==> config.mk <==
export PLATFORM = sky130hd
export DESIGN_NAME = lbp_guard
export DESIGN_NICKNAME = d
export VERILOG_FILES = /design/src/rtl/lbp_pkg.sv /design/src/rtl/lbp_lock_store.sv /design/src/rtl/lbp_addr_decode.sv /design/src/rtl/lbp_section_rule.sv /design/src/rtl/lbp_guard.sv
export SDC_FILE = /design/constraint.sdc
export NUM_CORES = 1
export LEC_CHECK = 0
export ABC_AREA = 1
export CAP_MARGIN = 40
export CORE_AREA = 3 3 40 42
export CTS_BUF_LIST = sky130_fd_sc_hd__clkbuf_4 sky130_fd_sc_hd__clkbuf_8
export CTS_CLUSTER_DIAMETER = 50
export DETAILED_ROUTE_END_ITERATION = 8
export DIE_AREA = 0 0 43 45
export DONT_BUFFER_PORTS = 1
export PLACE_DENSITY = 0.48
export SLEW_MARGIN = 20
export SYNTH_ARGS = -nofsm -noshare
export SYNTH_HDL_FRONTEND = slang
export SYNTH_SLANG_ARGS = --single-unit
==> constraint.sdc <==
create_clock -name clk -period 2.2 [get_ports clk]
set_input_delay 0.66 -clock clk [delete_from_list [all_inputs] [get_ports clk]]
set_output_delay 0.66 -clock clk [all_outputs]
set_load 0.01 [all_outputs]
==> src/rtl/lbp_pkg.sv <==
package lbp_pkg;

    // Setting of one lock pair, written as {read_guard, store_guard}.
    typedef enum logic [1:0] {
        MODE_LOCKED   = 2'b00,
        MODE_NO_XREAD = 2'b01,
        MODE_NO_STORE = 2'b10,
        MODE_OPEN     = 2'b11
    } guard_mode_e;

    typedef struct packed {
        logic store_ok;
        logic xread_ok;
    } perm_t;

    localparam int unsigned NUM_SECT = 2;
    localparam int unsigned LOCK_W   = 2 * NUM_SECT;

endpackage

==> src/rtl/lbp_lock_store.sv <==
module lbp_lock_store
    import lbp_pkg::*;
#(
    parameter int unsigned LW = LOCK_W
) (
    input  logic          clk,
    input  logic          rst_n,
    input  logic          erase_i,
    input  logic          upd_i,
    input  logic [LW-1:0] upd_data_i,
    output logic [LW-1:0] lock_o
);

    logic [LW-1:0] lock_q;
    logic [LW-1:0] lock_d;

    always_comb begin
        lock_d = lock_q;
        if (erase_i) begin
            lock_d = '1;
        end else if (upd_i) begin
            lock_d = lock_q & upd_data_i;
        end
    end

    always_ff @(posedge clk or negedge rst_n) begin
        if (!rst_n) begin
            lock_q <= '1;
        end else begin
            lock_q <= lock_d;
        end
    end

    assign lock_o = lock_q;

endmodule

==> src/rtl/lbp_addr_decode.sv <==
module lbp_addr_decode #(
    parameter int unsigned         ADDR_W    = 13,
    parameter logic [ADDR_W-1:0]   BOOT_BASE = 13'h1E00
) (
    input  logic [ADDR_W-1:0] addr_i,
    output logic              in_boot_o
);

    assign in_boot_o = (addr_i >= BOOT_BASE);

endmodule

==> src/rtl/lbp_section_rule.sv <==
module lbp_section_rule
    import lbp_pkg::*;
(
    input  logic [1:0] pair_i,
    output perm_t      perm_o
);

    guard_mode_e mode;

    assign mode = guard_mode_e'(pair_i);

    always_comb begin
        perm_o = '0;
        unique case (mode)
            MODE_OPEN:     perm_o = '{store_ok: 1'b1, xread_ok: 1'b1};
            MODE_NO_STORE: perm_o = '{store_ok: 1'b0, xread_ok: 1'b1};
            MODE_LOCKED:   perm_o = '{store_ok: 1'b0, xread_ok: 1'b0};
            MODE_NO_XREAD: perm_o = '{store_ok: 1'b1, xread_ok: 1'b0};
            default:       perm_o = '0;
        endcase
    end

endmodule

==> src/rtl/lbp_guard.sv <==
module lbp_guard
    import lbp_pkg::*;
#(
    parameter int unsigned       ADDR_W    = 13,
    parameter logic [ADDR_W-1:0] BOOT_BASE = 13'h1E00
) (
    input  logic              clk,
    input  logic              rst_n,
    input  logic              erase_i,
    input  logic              lock_wr_i,
    input  logic [LOCK_W-1:0] lock_data_i,
    input  logic              acc_store_i,
    input  logic [ADDR_W-1:0] acc_addr_i,
    input  logic              pc_in_boot_i,
    input  logic              boot_fuse_i,
    output logic              grant_o,
    output logic [ADDR_W-1:0] reset_vec_o
);

    logic [LOCK_W-1:0] lock_q;
    logic              tgt_boot;
    perm_t             perm [NUM_SECT];
    perm_t             sel;

    lbp_lock_store #(.LW(LOCK_W)) u_store (
        .clk        (clk),
        .rst_n      (rst_n),
        .erase_i    (erase_i),
        .upd_i      (lock_wr_i),
        .upd_data_i (lock_data_i),
        .lock_o     (lock_q)
    );

    lbp_addr_decode #(.ADDR_W(ADDR_W), .BOOT_BASE(BOOT_BASE)) u_dec (
        .addr_i    (acc_addr_i),
        .in_boot_o (tgt_boot)
    );

    // Section 0 = application, section 1 = boot.
    for (genvar g = 0; g < NUM_SECT; g++) begin : g_rule
        lbp_section_rule u_rule (
            .pair_i (lock_q[2*g+1 -: 2]),
            .perm_o (perm[g])
        );
    end

    assign sel = tgt_boot ? perm[1] : perm[0];

    always_comb begin
        if (acc_store_i) begin
            grant_o = sel.store_ok;
        end else if (pc_in_boot_i == tgt_boot) begin
            grant_o = 1'b1;
        end else begin
            grant_o = sel.xread_ok;
        end
    end

    assign reset_vec_o = boot_fuse_i ? '0 : BOOT_BASE;

endmodule

==> results of run 1 <==
worst max-delay path by stage:
| stage | end | cells after the start | start |
|---|---|---|---|
| 2_1_floorplan | grant_o | 5 | acc_addr_i[11] |
| 3_3_place_gp | grant_o | 5 | acc_addr_i[11] |
| 3_5_place_dp | grant_o | 5 | acc_addr_i[11] |
| 4_1_cts | grant_o | 3 | u_store.lock_o[0] |
| 5_1_grt | grant_o | 5 | acc_addr_i[11] |
| 6_report | grant_o | 5 | acc_addr_i[11] |
report_power, final:
part / leakage [nW] / switching (mW) / internal (mW)
Sequential: 0.0422 / 0.00255 / 0.0826
Clock: 0.0138 / 0.0276 / 0.0608
Combinational: 0.0985 / 0.0199 / 0.00684
cell families (layout without fill, tap and decap cells):
kind of cell,count (synthesis),in the layout
other,1,9
flip-flops,4,4
AND/OR/NAND/NOR,14,14
buffers and inverters,18,9
AO/OA/AOI/OAI,6,6
cells in the mapped netlist:
master     n
nand2_2    2
inv_1      6
buf_4     12
o21bai_1   1
o21ai_0    4
nand2_1    7
nor2_1     2
nor2_2     1
conb_1     1
nand3_1    2
dfstp_2    4
o21ai_1    1
layout make-up:
type                    count  area, sq um  share of cell area (%)
multi-input cells          29        128.9                   43.28
flip-flops and latches      4        105.1                   35.29
well taps                  15        18.77                   6.303
clock buffers               3        22.52                   7.563
inverters                   6        22.52                   7.563
stage by stage:
step / total power, mW / utilization, % / cells / setup slack, ps / hold WS (ps)
2_1_floorplan: 0.1249 / - / 51 / 520.3 / 451.4
3_3_place_gp: 0.1125 / 21.42 / 54 / 473.3 / 470.8
3_5_place_dp: 0.1129 / 21.42 / 54 / 466.4 / 467.7
4_1_cts: 0.2069 / 23.17 / 57 / 452.8 / 260.1
5_1_grt: 0.2132 / 23.17 / 57 / 398.9 / 261.8
6_report: 0.2004 / 23.17 / 57 / 477.7 / 270.5
worst reg2reg max path, delay by kind of cell (launching register included):
family,cells,cell delay (ps)
AND/OR/NAND/NOR,1,60
AO/OA/AOI/OAI,1,70
flip-flops,1,520
routing by layer:
metal | share of wire [%] | wire [microns]
met1 | 36 | 177
met2 | 42 | 210
met5 | 0 | 0
met4 | 4.2 | 21
met3 | 17 | 86
==> impl_metrics.yaml, run 1 <==
routing:
  drtIter0Drc: 1
  viasPerCell: 3.842
  num_vias: 219
  firstDrtPassIters: 2
  ant_nets: 0
  drc: 0
  routed_wl_microns: 495
  wl_per_cell_microns: 8.684
worst_setup_path:
  rr_endpoint: "u_store.lock_o[0]"
  ff2ff_setup_slack_ps: 1480
  cp.buffers_inverters: 0
  crit_fanout: 3
  critPathTopFamily: "simple AND/OR/NAND/NOR gates"
  path_cells: "nand2_2, nor2_2, nand2_1, nand3_1, nand2_1"
  critical_path_arrival_ps: 1060
  cp_slowest_cell: "nor2_2"
  worstSetupPathType: "in2out"
  r2r-start: "u_store.lock_o[0]"
  critPathRequiredTime_ps: 1540
  slowest_delay_ps: 120
  cp-end-kind: "output port"
  critPathLaunchType: "input port"
  worstRegToRegCells: 2
  crit_top_cell: "nand2_1"
yosys:
  netlist_top_cells_area: "dfstp_2, buf_4, nand2_1"
  synth_top_family_by_area: "buffers and inverters"
  netlist-cell-type-count: 12
  synthAdderAreaFrac_pct: 0
  synth_compound_area_share_pct: 10.28
  netlist.top_cell.by_area: "dfstp_2"
  synth.ff_latch_count: 4
  synth-seq-area-share_pct: 33.20
  yosysWarnings: 0
  synthCells: 43
  yosys.area_share.simple_pct: 19.76
  synth_area_sq_um: 316.6
  syn_area_per_cell_sq_um: 7.362
  synth_top_area_share_pct: 33.20
  synth_xor_xnor_area_share_pct: 0
  synthMuxAreaShare_pct: 0
sta:
  fmax_ghz: 0.5806
  setup_viol: 0
  hold_viol: 0
  clock-skew-final_ps: 0
  drv_slew: 0
  fin_crit_ps: 1722
  rsz0062_at_grt: "no"
  fin_crit_sh_pct: 78.29
  tns_ps: 0
cts:
  cts_tree: "done"
  clockRootBuffer: "clkbuf_4"
  clkLatencyLatePin_ps: 230
  cts_sinks: 4
  clockBufferDepth: 2
  cts_resized: 0
  cts.hold.buffers_added: 0
  clk_pin_slew_ps: 40
  cts_setup_buffers: 0
  cts_made_buffers: 3
  h-tree-depth: 1
power_and_ir_drop:
  cellPowerDensity_nw_per_um2: 672.8
  p_leak_nw: 0.1544
  peakVddDrop_v: 0.0002127
placement:
  gp_congestion: 0.6315
  dpl_cell_area_sq_um: 275.3
  io_buffers: 0
  hpwl_microns: 450.4
final_layout:
  largest_reg_flops: 4
  drive_above_1_share_pct: 23.81
  fin_area_sq_um: 297.8
  finish.net_count: 68
  layout_common_cells: "conb_1, nand2_1, inv_1, o21ai_0, dfstp_2"
  final_common_cell: "conb_1"
  syn_to_final_growth_pct: -5.929
  fill_cells: 151
  antenna_cells: 0
global_routing:
  met3_usage_pct: 1.594
  antenna_found_initial: 0
  grt_util_met2_pct: 8.383
  grt_usage_pct: 5.602
  grt_max_degree: 5
  busiest_layer: "met2"
  use_met1_pct: 5.610
  first_global_vias: 200
  grt-ovfl-total: 0
  grt_pass1_wl_microns: 724
die:
  io_pins: 38
  die-area_sq_um: 1935
  start_util_pct: 24.63
  die_height_microns: 45
  num_rows: 13
  die_width_microns: 43
  coreArea_sq_um: 1285
hold_path:
  hold_class: "in2async"
outcome:
  status: "finished clean"
flow_run:
  timing.max_cap.violations: 0
(Power assumes the default switching activity.)
==> inputs of run 2 (changes only) <==
--- a/config.mk
+++ b/config.mk
@@ -5,7 +5,7 @@
 export SDC_FILE = /design/constraint.sdc
 export NUM_CORES = 1
 export LEC_CHECK = 0
-export ABC_AREA = 1
+export ABC_AREA = 0
 export CAP_MARGIN = 40
 export CORE_AREA = 3 3 40 42
 export CTS_BUF_LIST = sky130_fd_sc_hd__clkbuf_4 sky130_fd_sc_hd__clkbuf_8
@@ -13,7 +13,7 @@
 export DETAILED_ROUTE_END_ITERATION = 8
 export DIE_AREA = 0 0 43 45
 export DONT_BUFFER_PORTS = 1
-export PLACE_DENSITY = 0.48
+export PLACE_DENSITY = 0.47
 export SLEW_MARGIN = 20
 export SYNTH_ARGS = -nofsm -noshare
 export SYNTH_HDL_FRONTEND = slang
==> constraint.sdc (replaced) <==
create_clock -name clk -period 1.7 [get_ports clk]
set_input_delay 0.51 -clock clk [delete_from_list [all_inputs] [get_ports clk]]
set_output_delay 0.51 -clock clk [all_outputs]
set_load 0.01 [all_outputs]
==> run 2 against run 1 <==
Setup slack worse by 400 ps; first-iteration DRC count shrank 100%; die area is the same.
==> impl_metrics.yaml, run 2 <==
yosys:
  synth_compound_area_share_pct: 13.77
  synth.ff_latch_count: 4
  netlist.top_cell.by_area: "dfstp_2"
  netlist_top_cells_area: "dfstp_2, buf_4, a21o_1"
  synthAdderAreaFrac_pct: 0
  netlist-cell-type-count: 11
  synth_xor_xnor_area_share_pct: 0
  synthMuxAreaShare_pct: 3.239
  synth_area_sq_um: 309.0
  netlist_top_cells_count: "buf_4, a21o_1, dfstp_2, nand2b_1"
  synth_top_area_share_pct: 34.01
  ys.flop_type: "dfstp_2"
  synthCells: 31
  yosysMostFrequentCell: "buf_4"
  yosys.area_share.simple_pct: 17.41
  ys_async_sr_fraction_pct: 100.0
  syn_area_per_cell_sq_um: 9.969
  synth_top_family_by_area: "buffers and inverters"
  synth_edf_count: 0
  yosysWarnings: 0
  synth-seq-area-share_pct: 34.01
global_routing:
  grt_max_degree: 5
  grt_usage_pct: 5.853
  grt_pass1_wl_microns: 786
  grt-ovfl-total: 0
  first_global_vias: 199
  antenna_found_initial: 0
worst_setup_path:
  cp-end-kind: "output port"
  cp-startpoint: "u_store.lock_o[0]"
  worstSetupPathType: "reg2out"
  crit_fanout: 2
  critical_path_arrival_ps: 1120
  worstRegToRegCells: 1
  r2r-start: "u_store.lock_o[0]"
  critPathRequiredTime_ps: 1190
  critPathLaunchType: "flip-flop"
power_and_ir_drop:
  power_mw: 0.2539
  p_leak_nw: 0.1373
  cellPowerDensity_nw_per_um2: 874.6
  peakVddDrop_v: 0.0002739
die:
  die-area_sq_um: 1935
  num_rows: 13
  die_height_microns: 45
  start_util_pct: 24.05
  coreArea_sq_um: 1285
  io_pins: 38
  die_width_microns: 43
sta:
  tns_ps: 0
  hold_viol: 0
  rsz0062_at_grt: "no"
  setup_viol: 0
  clock-skew-final_ps: 0
  fmax_ghz: 0.6150
  drv_slew: 0
  fin_crit_ps: 1626
  fin_crit_sh_pct: 95.64
  setup_slack_ps: 74.09
cts:
  clockRootBuffer: "clkbuf_4"
  h-tree-depth: 1
  cts_resized: 0
  clkLatencyLatePin_ps: 230
  cts_sinks: 4
  cts.hold.buffers_added: 0
  cts_setup_buffers: 0
  cts_tree: "done"
  cts_made_buffers: 3
  clockBufferDepth: 2
  clk_pin_slew_ps: 40
hold_path:
  hold_class: "in2async"
final_layout:
  antenna_cells: 0
  layout_common_cells: "conb_1, nand2b_1, a21o_1, dfstp_2, clkbuf_4"
  syn_to_final_growth_pct: -6.073
  final_cells: 45
  largest_reg_flops: 4
  final_util_pct: 22.59
  final_common_cell: "conb_1"
  drive_above_1_share_pct: 30.00
  finish.net_count: 56
routing:
  firstDrtPassIters: 1
  num_vias: 186
  drc: 0
  viasPerCell: 4.133
  wl_per_cell_microns: 12.64
  ant_nets: 0
  routed_wl_microns: 569
  drtIter0Drc: 0
placement:
  dp.cells: 42
  gp_congestion: 0.6680
  io_buffers: 0
  pre_cts_ws_ps: 97.83
  hpwl_microns: 507.6
outcome:
  status: "finished clean"
flow_run:
  timing.max_cap.violations: 0
run 2: changes by cell type after synthesis, moves of 2 or more:
cell,change
nand2_2,-2
nand3_1,-2
nand2_1,-7
nor2_1,-2
inv_1,-5
a21o_1,+4
o21ai_0,-4
nand2b_1,+4
run 2: power breakdown:
| group | leakage, nW | switching, mW | internal [mW] |
|---|---|---|---|
| clock network | 0.0138 | 0.0350 | 0.0787 |
| registers | 0.0422 | 0.00371 | 0.107 |
| logic | 0.0813 | 0.0192 | 0.0104 |
| total | 0.137 | 0.0579 | 0.196 |
run 2: worst paths after layout:
kind                                      to  slack (ps)
max                                  grant_o          70
min                        u_store.lock_o[0]         120
max reg2reg                u_store.lock_o[0]        1010
min reg2reg                u_store.lock_o[2]         510
max in group asynchronous  u_store.lock_o[1]        1550
min in group clk           u_store.lock_o[2]         370
run 2: metrics by stage:
step | cell area (sq um) | hold slack [ps]
2_1_floorplan | 339.1 | 362.2
3_3_place_gp | 267.8 | 362.5
3_5_place_dp | 267.8 | 362.6
4_1_cts | 290.3 | 110.0
5_1_grt | 290.3 | 110.8
6_report | 290.3 | 122.0
run 2: kinds of logic after synthesis:
| group | Yosys count |
|---|---|
| compound gates | 5 |
| flops | 4 |
| other cells | 1 |
| simple gates | 7 |
| buf+inv | 13 |
| mux | 1 |
run 2: cell type report:
class | instances | area, sq um
flip-flops and latches | 4 | 105.1
fillers | 140 | 994.7
well taps | 15 | 18.77
multi-input cells | 22 | 140.1
clock buffers | 3 | 22.52
inverters | 1 | 3.754
run 2: metal layers:
layer / share of wire [%] / GRT usage (%)
met5: 0 / 0
met4: 0 / 5.422
met3: 20 / 4.781
met2: 52 / 9.880
met1: 28 / 3.902
run 2: critical path, cell delays in order, from the launching register on:
cell	delay (ps)
dfstp_2	530
mux2i_1	90
a211oi_2	270
==> inputs of run 3 (changes only) <==
--- a/config.mk
+++ b/config.mk
@@ -13,6 +13,7 @@
 export DETAILED_ROUTE_END_ITERATION = 8
 export DIE_AREA = 0 0 43 45
 export DONT_BUFFER_PORTS = 1
+export GPL_TIMING_DRIVEN = 0
 export PLACE_DENSITY = 0.47
 export SLEW_MARGIN = 20
 export SYNTH_ARGS = -nofsm -noshare
==> run 3 against run 2 <==
Die area did not move; count of clock-buffer cells in the layout did not move; register-to-register slack got worse by 20 ps; utilization rose by 7.3 points; critical path type unchanged; largest power group unchanged.
==> impl_metrics.yaml, run 3 (synthesis results as in run 2) <==
final_layout:
  drive_above_1_share_pct: 52.38
  antenna_cells: 0
  finish.net_count: 68
  fill_cells: 137
  syn_to_final_growth_pct: 24.29
  seqCellArea_sq_um: 105.1
  final_common_cell: "buf_4"
  layout_common_cells: "buf_4, conb_1, nand2b_1, a21o_1, dfstp_2"
  largest_reg_flops: 4
  final_cells: 57
  multi_input_area_sq_um: 143.9
worst_setup_path:
  critPathLaunchType: "flip-flop"
  critPathRequiredTime_ps: 1190
  crit_fanout: 2
  cp-startpoint: "u_store.lock_o[0]"
  critical_path_arrival_ps: 1110
  worstSetupPathType: "reg2out"
  path_cells: "mux2i_2, a211oi_2"
  cp.buffers_inverters: 0
  slowest_delay_ps: 540
  r2r-start: "u_store.lock_o[0]"
  critPathTopFamily: "flip-flops"
  cp_slowest_cell: "dfstp_2"
  ff2ff_setup_slack_ps: 990
  rr_endpoint: "u_store.lock_o[0]"
  worstRegToRegCells: 1
  cp-end-kind: "output port"
die:
  io_pins: 38
  coreArea_sq_um: 1285
  die_width_microns: 43
  die_height_microns: 45
  num_rows: 13
  die-area_sq_um: 1935
  start_util_pct: 24.05
global_routing:
  grt_usage_pct: 6.611
  grt_util_met2_pct: 11.08
  antenna_found_initial: 0
  met3_usage_pct: 6.773
  grt_pass1_wl_microns: 910
  grt_max_degree: 5
  busiest_layer: "met2"
  first_global_vias: 216
  use_met1_pct: 5.379
  grt-ovfl-total: 0
cts:
  clkLatencyLatePin_ps: 230
  cts_resized: 0
  cts_made_buffers: 3
  clockRootBuffer: "clkbuf_4"
  cts_tree: "done"
  cts_setup_buffers: 0
  h-tree-depth: 1
  cts_sinks: 4
  clk_pin_slew_ps: 40
  cts.hold.buffers_added: 0
  clockBufferDepth: 2
sta:
  hold_viol: 0
  fin_crit_sh_pct: 95.06
  setup_viol: 0
  drv_slew: 0
  fmax_ghz: 0.6188
  fin_crit_ps: 1616
  clock-skew-final_ps: 0
  rsz0062_at_grt: "no"
  setup_slack_ps: 84.04
  tns_ps: 0
  whs_ps: 117.8
power_and_ir_drop:
  p_sw_mw: 0.06521
  peakVddDrop_v: 0.0004249
  pwr-share-comb_pct: 18.2
  p_int_mw: 0.2146
  switching_share_pct: 23.30
  p_leak_nw: 0.1958
  pwr-share-seq_pct: 39.7
  cellPowerDensity_nw_per_um2: 728.5
  power_frac_clock_pct: 42.0
routing:
  wl_per_cell_microns: 10.68
  num_vias: 217
  firstDrtPassIters: 1
  routed_wl_microns: 609
  viasPerCell: 3.807
  drc: 0
  ant_nets: 0
  drtIter0Drc: 0
outcome:
  status: "finished clean"
hold_path:
  hold_class: "in2async"
placement:
  pre_cts_ws_ps: 90.80
  io_buffers: 0
  dp.cells: 54
  gp_congestion: 0.6539
  hpwl_microns: 517.2
flow_run:
  timing.max_cap.violations: 0
run 3: final cells by class:
type | instances | share of cell area (%)
Inverter | 1 | 0.9772
Sequential cell | 4 | 27.36
Tap cell | 15 | 4.886
Buffer | 12 | 23.45
Clock buffer | 3 | 5.863
Multi-Input combinational cell | 22 | 37.46
run 3: how the worst max path moves through the flow:
stage,end,slack [ps],cells past startpoint
after global placement,grant_o,80,3
final,grant_o,80,2
after detailed placement,grant_o,90,3
after global routing,grant_o,4,2
after CTS,grant_o,20,2
after floorplan,grant_o,140,3
run 3: stage by stage:
step | total power [mW] | instance area (sq um) | util (%)
after floorplan | 0.1581 | 339.1 | -
after global placement | 0.1613 | 357.8 | 27.85
after detailed placement | 0.1614 | 357.8 | 27.85
after CTS | 0.2836 | 380.4 | 29.60
after global routing | 0.3026 | 384.1 | 29.89
final | 0.2798 | 384.1 | 29.89
run 3: layer usage:
metal / part of all wire [%] / up-vias
met5: 0 / -
met2: 43 / 21
met3: 22 / 0
met1: 35 / 89
met4: 0 / 0
li1: - / 107
run 3: power groups by stage:
stage                     clock network (mW)  registers (mW)  logic, mW
after CTS                              0.123           0.111     0.0502
after detailed placement                   0           0.111     0.0500
after global placement                     0           0.111     0.0499
after global routing                   0.134           0.113     0.0563
final                                  0.118           0.111     0.0510
after floorplan                            0           0.110     0.0480
